## src/rtl/int_divider.sv

```systemverilog
module int_divider #(
  parameter int W = 32,
  parameter int CAUSE_W = 5,
  parameter logic [CAUSE_W-1:0] CAUSE_DIVZERO = 5'h05
) (
  input  logic               clk,
  input  logic               rst,
  input  logic               start,
  input  logic               is_signed,
  input  logic [W-1:0]       dividend,
  input  logic [W-1:0]       divisor,
  input  logic               exc_enable,
  input  logic               dz_trap_mask,
  output logic               busy,
  output logic               done,
  output logic [W-1:0]       quotient,
  output logic               dz_flag,
  output logic               dz_set,
  output logic               dz_clr,
  output logic               trap_req,
  output logic [CAUSE_W-1:0] cause
);
  localparam int CNT_W = $clog2(W);
  localparam logic [CNT_W-1:0] LAST = CNT_W'(W - 1);

  logic [CNT_W-1:0] cnt;
  logic [W-1:0]     rem, acc, dvs;
  logic             neg;

  logic         a_neg, b_neg, go, zero_div, fits;
  logic [W-1:0] a_mag, b_mag, next_rem, next_acc, final_q;
  logic [W:0]   trial;

  assign a_neg    = is_signed & dividend[W-1];
  assign b_neg    = is_signed & divisor[W-1];
  assign a_mag    = a_neg ? (~dividend + 1'b1) : dividend;
  assign b_mag    = b_neg ? (~divisor + 1'b1) : divisor;
  assign go       = start & ~busy;
  assign zero_div = (divisor == '0);

  assign trial    = {rem, acc[W-1]} - {1'b0, dvs};
  assign fits     = ~trial[W];
  assign next_rem = fits ? trial[W-1:0] : {rem[W-2:0], acc[W-1]};
  assign next_acc = {acc[W-2:0], fits};
  assign final_q  = neg ? (~next_acc + 1'b1) : next_acc;

  always_ff @(posedge clk) begin
    if (rst) begin
      busy     <= 1'b0;
      done     <= 1'b0;
      quotient <= '0;
      dz_flag  <= 1'b0;
      dz_set   <= 1'b0;
      dz_clr   <= 1'b0;
      trap_req <= 1'b0;
      cause    <= '0;
      cnt      <= '0;
      rem      <= '0;
      acc      <= '0;
      dvs      <= '0;
      neg      <= 1'b0;
    end else begin
      done     <= 1'b0;
      dz_set   <= 1'b0;
      dz_clr   <= 1'b0;
      trap_req <= 1'b0;
      if (go) begin
        if (zero_div) begin
          done     <= 1'b1;
          quotient <= '0;
          dz_flag  <= 1'b1;
          dz_set   <= 1'b1;
          if (exc_enable && !dz_trap_mask) begin
            trap_req <= 1'b1;
            cause    <= CAUSE_DIVZERO;
          end
        end else begin
          busy <= 1'b1;
          cnt  <= '0;
          rem  <= '0;
          acc  <= a_mag;
          dvs  <= b_mag;
          neg  <= a_neg ^ b_neg;
        end
      end else if (busy) begin
        rem <= next_rem;
        acc <= next_acc;
        cnt <= cnt + CNT_W'(1);
        if (cnt == LAST) begin
          busy     <= 1'b0;
          done     <= 1'b1;
          quotient <= final_q;
          dz_flag  <= 1'b0;
          dz_clr   <= 1'b1;
        end
      end
    end
  end
endmodule

```

## config.mk

```make
export PLATFORM = sky130hd
export DESIGN_NAME = int_divider
export DESIGN_NICKNAME = d
export VERILOG_FILES = /design/src/rtl/int_divider.sv
export SDC_FILE = /design/constraint.sdc
export NUM_CORES = 1
export LEC_CHECK = 0
export BUFFER_PORTS_ARGS = -buffer_cell sky130_fd_sc_hd__buf_2
export CORE_MARGIN = 3
export CORE_UTILIZATION = 55
export DETAILED_ROUTE_END_ITERATION = 8
export PLACE_DENSITY = 0.83
export RECOVER_POWER = 50
export SYNTH_ARGS = -nofsm -noshare
export SYNTH_HDL_FRONTEND = slang
export SYNTH_SLANG_ARGS = --single-unit
export TNS_END_PERCENT = 1
```

## constraint.sdc

```tcl
create_clock -name clk -period 11.13 [get_ports clk]
set_input_delay 1.6695 -clock clk [delete_from_list [all_inputs] [get_ports clk]]
set_output_delay 1.6695 -clock clk [all_outputs]
set_load 0.01 [all_outputs]
```

==> results of run 1 <==
## cell type report
cell class	count	area [um^2]	share of cell area, %
multi-input cells	900	5640	55.9
clock buffers	19	453	4.49
flip-flops and latches	141	2820	28.0
inverters	47	176	1.75
well taps	211	264	2.62
clock inverters	13	176	1.75
repair buffers	117	552	5.47
## per-stage QoR
step           std cells  instance area [um^2]  hold slack (ps)  setup WS [ps]  total power, mW
2_1_floorplan       1165                  8950              432           6520             1.85
3_3_place_gp        1416                  9510              434           5700             2.11
3_5_place_dp        1416                  9510              440           5570             2.14
4_1_cts             1448                 10100              448           5380             2.76
5_1_grt             1448                 10100              471           4470             2.99
6_report            1448                 10100              449           4830             2.79
## power by group through the flow
stage	clock network [mW]	registers, mW	logic, mW
floorplan	0	0.633	1.22
global placement	0	0.654	1.46
detailed placement	0	0.657	1.49
CTS	0.603	0.648	1.51
global route	0.631	0.658	1.70
finish	0.603	0.652	1.53
## cells by family (layout without fill, tap and decap cells)
| group | after synthesis | after routing | share of synthesized area [%] |
|---|---|---|---|
| AO/OA/AOI/OAI | 369 | 369 | 26.7 |
| XOR/XNOR | 118 | 118 | 11.6 |
| adder cells (fa/ha/maj) | 38 | 38 | 5.40 |
| buffers and inverters | 124 | 196 | 5.53 |
| flip-flops | 141 | 141 | 31.6 |
| multiplexers | 3 | 3 | 0.336 |
| other | 1 | 3 | 0.0420 |
| AND/OR/NAND/NOR | 369 | 369 | 18.8 |
## cells in the mapped netlist (4+ instances only)
| cell | n | area, um^2 |
|---|---|---|
| a211oi_1 | 49 | 368 |
| a21o_1 | 17 | 128 |
| a21oi_1 | 101 | 505 |
| a22oi_1 | 11 | 82.6 |
| a311oi_1 | 6 | 52.6 |
| a31oi_1 | 6 | 37.5 |
| a32oi_1 | 6 | 52.6 |
| and2_1 | 10 | 62.6 |
| and3_1 | 7 | 43.8 |
| buf_2 | 5 | 25.0 |
| buf_4 | 4 | 30.0 |
| clkbuf_1 | 64 | 240 |
| dfxtp_1 | 141 | 2820 |
| ha_1 | 37 | 463 |
| inv_1 | 46 | 173 |
| nand2_1 | 110 | 413 |
| nand2b_1 | 9 | 56.3 |
| nand3_1 | 13 | 65.1 |
| nand4_1 | 11 | 68.8 |
| nor2_1 | 143 | 537 |
| nor2b_1 | 8 | 50.1 |
| nor3_1 | 17 | 85.1 |
| nor4_1 | 5 | 31.3 |
| o211ai_1 | 5 | 37.5 |
| o21a_1 | 7 | 52.6 |
| o21ai_0 | 58 | 290 |
| o21ai_1 | 27 | 135 |
| o22ai_1 | 10 | 62.6 |
| o31a_1 | 4 | 35.0 |
| o31ai_1 | 22 | 165 |
| o31ai_2 | 4 | 50.1 |
| o41ai_1 | 13 | 114 |
| or2_2 | 4 | 25.0 |
| or3_1 | 10 | 62.6 |
| or4_1 | 10 | 75.1 |
| xnor2_1 | 60 | 526 |
| xor2_1 | 58 | 508 |
## metal layers
layer	vias to the layer above	global-route usage, %	wire (um)
li1	4257	-	-
met1	4040	39.6	11100
met2	403	39.3	10400
met3	26	5.59	2290
met4	0	6.34	277
met5	-	0	0
## registers in the layout, summed over array words and instances, names as in the netlist
| signal | cells |
|---|---|
| dz_clr | 1 |
| rem | 32 |
| quotient | 32 |
| cause | 1 |
| busy | 1 |
| done | 1 |
| trap_req | 1 |
| dvs | 32 |
| cnt | 5 |
| dz_set | 1 |
| dz_flag | 1 |
| neg | 1 |
| acc | 32 |
## worst max-delay path, stage by stage
cell	delay (ps)
buf_2	70
clkbuf_1	2930
inv_1	600
nand2_1	900
nor3b_1	90
o21ai_0	120
o311ai_1	120
## worst min path at each step
stage	end	depth (start not counted)	start	slack (ps)
after floorplan	dvs[30]	2	dvs[30]	430
after global placement	quotient[29]	2	quotient[29]	430
after detailed placement	quotient[31]	2	quotient[31]	440
after CTS	quotient[31]	2	quotient[31]	450
after global routing	quotient[25]	2	quotient[25]	470
final	quotient[15]	2	quotient[15]	450
==> reports/metrics.csv, run 1 <==
metric;value;unit
GRT Total Usage;26.6;%
core area;15500;um^2
post-cts resize count;0;
Leak Pwr;3.93;nW
clock share of power;21.6;%
Synthesis Warnings;0;
Chip Height;133;um
worst hold path class;flip-flop to flip-flop;
antenna-violating nets left;0;
pin count of the biggest net entering global routing;91;
Crit path required time;11410;ps
startpoint types;input port;
Least-Margin Pin Slew;4210;ps
Residual DRC;0;
# Post-CTS Setup Buffers;0;
Seq/Total Area, Yosys;31.6;%
Clock transition at path regs;60;ps
Synth Register Bits;141;
ys flop type;dfxtp_1;
power per cell area;276;nW/um^2
RSZ-0062 raised after global routing;false;
syn avg cell area;7.69;um^2
crit-path max FO;90;
vias per inst;6.03;
Max H-tree Level;4;
vias in the first global route;7719;
clock tree from TritonCTS;yes;
Site Rows;45;
clock skew;9.33;ps
routed len/inst;16.7;um
clk sinks;141;
clk_lat worst skew;430;ps
GPL Wtd Cong;0.944;
number of hold buffers added after cts;0;
share of layout cells above drive strength 1;10.5;%
maxcap violations;1;
fillers;1370;
Post-synth ARST share;0;%
Die Span X;133;um
Hold Violations, Final;0;
utilization of the core after routing;64.9;%
setup TNS;0;ps
first drt pass iteration count;6;
most common cell after layout, fill and taps aside;nor2_1;
number of enable flip-flop cells after synthesis;0;
Area growth syn-to-layout;12.8;%
FF-to-FF Start;acc[31];
slew margin rel.;-181;%
Syn Std Cell Area;8940;um^2
Critical path origin;rst;
Clock Tree Buf Depth;2;
vias;8726;
failing checks;capacitance limit, slew limit;
clock period minus worst slack;6300;ps
Switching Power;1.25;mW
Final Max Slew Viols;91;
global-route wire length before repair;39100;um
most frequent cells in the layout;nor2_1 (143), dfxtp_1 (141), nand2_1 (109), a21oi_1 (101), buf_2 (69);
CTS root buffer;clkbuf_16;
total die area;17800;um^2
Comb power frac;55.0;%
Synth Instances;1163;
crit path DAT;6580;ps
Diodes inserted;0;
Peak VDD IR;0.275;mV
starting density of the core;57.5;%
Sequential Power Share;23.4;%
Worst R2R Path Depth;19;
Max Clk Rate;159;MHz
initial antenna violation count;1;
worst r2r dst;quotient[18];
crit path capture type;flip-flop;
reg-to-reg setup timing slack;5230;ps
io pins;113;
outcome;finished, violations left;
Final period util;56.6;%
Final nets;1332;
initial DRC count;938;
Synth cell types;67;
port buffer count;109;
Setup crit end;quotient[21];
switch share;45.0;%
final WL;24100;um
Final setup viols;0;
Setup CP Type;input port to flip-flop;
Final HPWL DP;17300;um
CTS Buf Count;17;
internal cell power;1.53;mW
GRT Residual Overflow;0;
No activity file was read; power rests on OpenSTA's default activity.
==> inputs of run 2 (changes only) <==
clock period = 5.8 ns   (was 11.13 ns; I/O delays follow)
==> run 2 against run 1 <==
- the flow still finishes with violations (capacitance limit, slew limit)
- combinational power up 96%
- design area down 0.42%
- clock skew down 2.3 ps
- sequential power up 90%
- die area unchanged
- final cell count about the same
- via count down 1.5%
- global-route usage down 0.88 points
- sequential share of layout area up 0.12 points
- wire length down 2.8%
- setup slack worse by 3900 ps
- clock-buffer cell count down 2
==> reports/metrics.csv, run 2 (synthesized netlist as in run 1, its figures left out) <==
metric;value;unit
outcome;finished, violations left;
failing checks;capacitance limit, slew limit;
initial DRC count;750;
Post-Layout Cell Count;1447;
initial antenna violation count;0;
clk sinks;141;
starting density of the core;57.5;%
Clock Tree Buf Depth;2;
global-route wire length before repair;37800;um
crit-path max FO;22;
crit path DAT;5150;ps
io pins;113;
pin count of the biggest net entering global routing;90;
Area growth syn-to-layout;12.4;%
crit path capture type;flip-flop;
largest stage delay on the critical path;800;ps
clk_lat worst skew;420;ps
Site Rows;45;
most common cell after layout, fill and taps aside;nor2_1;
# Post-CTS Setup Buffers;0;
FF-to-FF Start;acc[31];
HP Start;quotient[3];
hold_ws;449;ps
critical path, cell by cell;buf_2 -> or4_1 -> nor4_1 -> and3_1 -> nand2_1 -> or4_1 -> and2_0 -> nor2_1 -> buf_4 -> a211oi_1 -> a21oi_1 -> nor2_1;
startpoint types;input port;
Setup CP Type;input port to flip-flop;
Max Clk Rate;205;MHz
core area;15500;um^2
clock period minus worst slack;4870;ps
GRT Total Usage;25.7;%
vias per inst;5.94;
GRT Residual Overflow;0;
Die Span X;133;um
GPL Wtd Cong;0.886;
vias in the first global route;7535;
number of hold buffers added after cts;0;
worst r2r dst;quotient[30];
Peak VDD IR;0.542;mV
Chip Height;133;um
Diodes inserted;0;
setup TNS;0;ps
Final nets;1333;
share of layout cells above drive strength 1;10.1;%
Worst Hold End;quotient[3];
RSZ-0062 raised after global routing;false;
antenna-violating nets left;0;
Max H-tree Level;4;
reg-to-reg setup timing slack;1290;ps
slew margin rel.;-17.5;%
port buffer count;109;
post-cts resize count;0;
Residual DRC;0;
Final setup viols;0;
final WL;23500;um
maxcap violations;2;
worst hold path class;flip-flop to flip-flop;
routed len/inst;16.2;um
Clock transition at path regs;60;ps
WHS Path Cells;2;
Hold Violations, Final;0;
Final HPWL DP;17200;um
CTS root buffer;clkbuf_16;
DP Cell Count;1417;
clock tree from TritonCTS;yes;
Crit-path slowest cell;nor2_1;
clock skew;7.07;ps
Final period util;84.0;%
Crit path required time;6070;ps
most frequent cells in the layout;nor2_1 (144), dfxtp_1 (141), nand2_1 (110), a21oi_1 (101), buf_2 (69);
Worst R2R Path Depth;19;
power per cell area;533;nW/um^2
total die area;17800;um^2
CTS Buf Count;17;
Least-Margin Pin Slew;1760;ps
vias;8593;
Final Max Slew Viols;102;
first drt pass iteration count;5;
Leak Pwr;3.91;nW
[run 2: changes by cell type in the layout (fill, tap and decap cells not counted), sizes merged]
| cell | previous run | this run |
|---|---|---|
| clkinvlp | 1 | 3 |
| clkinv | 4 | 5 |
| clkbuf | 60 | 59 |
| inv | 52 | 49 |
[run 2: worst max path at each step]
stage | start | endpoint | depth (start not counted)
5_1_grt | divisor[10] | acc[7] | 12
3_5_place_dp | divisor[10] | acc[8] | 12
2_1_floorplan | acc[31] | quotient[30] | 21
6_report | divisor[9] | acc[8] | 12
4_1_cts | acc[31] | quotient[30] | 19
3_3_place_gp | divisor[10] | acc[6] | 12
[run 2: critical path, delay by kind of cell]
family	cells	cell delay, ps
buffers and inverters	2	500
and+or+nand+nor	8	3570
AOI/OAI and AO/OA	2	200
[run 2: layer usage]
layer	global-route usage [%]	vias to the layer above	wire (um)
li1	-	4261	-
met1	38.7	3916	10900
met2	37.0	380	9970
met3	5.32	36	2280
met4	7.20	0	319
met5	0	-	0
[run 2: metrics by stage]
stage | instance area (um^2) | setup slack (ps) | power, mW | util, %
floorplan | 8950 | 1190 | 3.55 | -
global placement | 9520 | 1280 | 4.13 | 61.2
detailed placement | 9520 | 1170 | 4.18 | 61.2
CTS | 10100 | 1300 | 5.32 | 65.1
global route | 10000 | 581 | 5.74 | 64.6
finish | 10000 | 926 | 5.35 | 64.6
[run 2: power by group]
part	internal, mW	total [mW]	switching, mW
registers	1.11	1.24	0.133
logic	1.17	3.00	1.83
clock network	0.675	1.11	0.432
total	2.95	5.35	2.40
[run 2: layout make-up]
| type | instances | area [um^2] |
|---|---|---|
| Clock inverter | 13 | 169 |
| Clock buffer | 17 | 425 |
| Sequential cell | 141 | 2820 |
| Inverter | 47 | 176 |
| Tap cell | 211 | 264 |
| Multi-Input combinational cell | 900 | 5630 |
| Fill cell | 1372 | 5500 |
| Timing Repair Buffer | 118 | 556 |
==> inputs of run 3 (changes only) <==
CORE_UTILIZATION = 53   (was 55)
PLACE_DENSITY = 0.84   (was 0.83)
clock period = 4.4 ns   (was 5.8 ns; I/O delays follow)
==> run 3 against run 2 <==
- combinational power up 36%
- core utilization down 2.0 points
- critical path depth up 7
- clock skew up 0.57 ps
- first-iteration DRC count up 5.2%
- the flow now finishes without violations
- critical endpoint is now quotient[18]
- largest cell class unchanged
- worst hold slack worse by 33 ps
- global-route usage about the same
==> reports/metrics.csv, run 3 (synthesized netlist as in run 1, its figures left out) <==
metric;value;unit
Site Rows;46;
multi-input logic area;5660;um^2
FF-to-FF Start;acc[31];
WHS Path Cells;2;
pre-CTS setup slack;91.1;ps
Setup CP Type;flip-flop to flip-flop;
Peak VDD IR;0.684;mV
Worst Hold End;trap_req;
final WL;23900;um
clock period minus worst slack;4220;ps
Final HPWL DP;17200;um
Final Worst Setup Slack;183;ps
setup TNS;0;ps
Post-Layout Cell Count;1459;
share of layout cells above drive strength 1;10.9;%
critical path, cell by cell;inv_1 -> ha_1 -> fa_1 -> nor2b_2 -> o31a_1 -> o21ai_1 -> o21ai_2 -> a211o_1 -> a31oi_2 -> xnor2_2 -> inv_2 -> ha_1 -> nand2b_1 -> or4_1 -> or2_4 -> or3_1 -> o31ai_2 -> xor2_1 -> o21ai_1;
Final setup viols;0;
CP Buf/Inv Count;2;
GRT Residual Overflow;0;
vias per inst;5.95;
utilization of the core after routing;62.7;%
vias;8683;
antenna-violating nets left;0;
Die Span X;136;um
startpoint types;flip-flop;
pin count of the biggest net entering global routing;86;
crit path DAT;4490;ps
reg-to-reg setup timing slack;180;ps
Hold Violations, Final;0;
Final Max Slew Viols;0;
hold_ws;416;ps
CTS root buffer;clkbuf_16;
initial DRC count;789;
port buffer count;109;
total die area;18500;um^2
Post-Layout Inst Area;10100;um^2
total power;7.22;mW
Register Area;2820;um^2
Leak Pwr;3.95;nW
Max Clk Rate;237;MHz
Max H-tree Level;4;
Least-Margin Pin Slew;944;ps
fillers;1390;
Clock Tree Buf Depth;2;
GRT Total Usage;25.7;%
most frequent cells in the layout;nor2_1 (143), dfxtp_1 (141), nand2_1 (110), a21oi_1 (101), buf_2 (69);
clk sinks;141;
Final nets;1340;
Final period util;95.8;%
clock skew;7.64;ps
crit-path max FO;6;
Critical path origin;acc[31];
number of hold buffers added after cts;0;
GPL Wtd Cong;0.918;
DP Cell Count;1428;
Diodes inserted;0;
Post-DP Area;9570;um^2
first drt pass iteration count;6;
largest stage delay on the critical path;430;ps
worst hold path class;input port to flip-flop;
starting density of the core;55.3;%
Crit path required time;4680;ps
io pins;113;
Worst R2R Path Depth;19;
slew margin rel.;37.1;%
clk_lat worst skew;420;ps
crit path capture type;flip-flop;
worst r2r dst;quotient[18];
HP Start;dz_trap_mask;
initial antenna violation count;0;
power per cell area;712;nW/um^2
most common cell after layout, fill and taps aside;nor2_1;
clock tree from TritonCTS;yes;
outcome;finished clean;
global-route wire length before repair;38800;um
Crit-path slowest cell;fa_1;
core area;16200;um^2
CP top delay family;simple AND/OR/NAND/NOR gates;
vias in the first global route;7930;
maxcap violations;0;
Clock transition at path regs;60;ps
Residual DRC;0;
routed len/inst;16.4;um
Chip Height;136;um
CTS Buf Count;17;
Area growth syn-to-layout;13.4;%
run 3: cell type report:
cell class / instances / area share (%)
inverters: 47 / 1.74
clock buffers: 17 / 4.20
flip-flops and latches: 141 / 27.9
clock inverters: 13 / 1.89
multi-input cells: 900 / 55.8
well taps: 216 / 2.67
repair buffers: 125 / 5.85
run 3: per-layer routing:
metal	global-route usage (%)	routed length, um	vias up	part of all wire [%]
met2	38.2	10200	386	43
li1	-	-	4270	-
met1	36.9	11100	3984	46
met5	0	0	-	0
met4	7.39	369	0	1.5
met3	6.51	2320	43	9.7
run 3: power by group:
| part | switching (mW) | internal, mW |
|---|---|---|
| registers | 0.168 | 1.46 |
| clock network | 0.568 | 0.946 |
| logic | 2.50 | 1.58 |
| total | 3.23 | 3.99 |
run 3: worst max-delay path by stage:
stage / endpoint / slack (ps) / depth (start not counted)
2_1_floorplan: quotient[30] / 30 / 21
3_3_place_gp: quotient[30] / 220 / 19
3_5_place_dp: quotient[30] / 90 / 19
4_1_cts: quotient[30] / 40 / 19
5_1_grt: quotient[22] / -70 / 19
6_report: quotient[18] / 180 / 19
run 3: repair_timing:
action | 4_1_cts | 5_1_grt
setup endpoints to repair | 0 | 9
buffers inserted | 0 | 1
gates resized for setup | 0 | 5
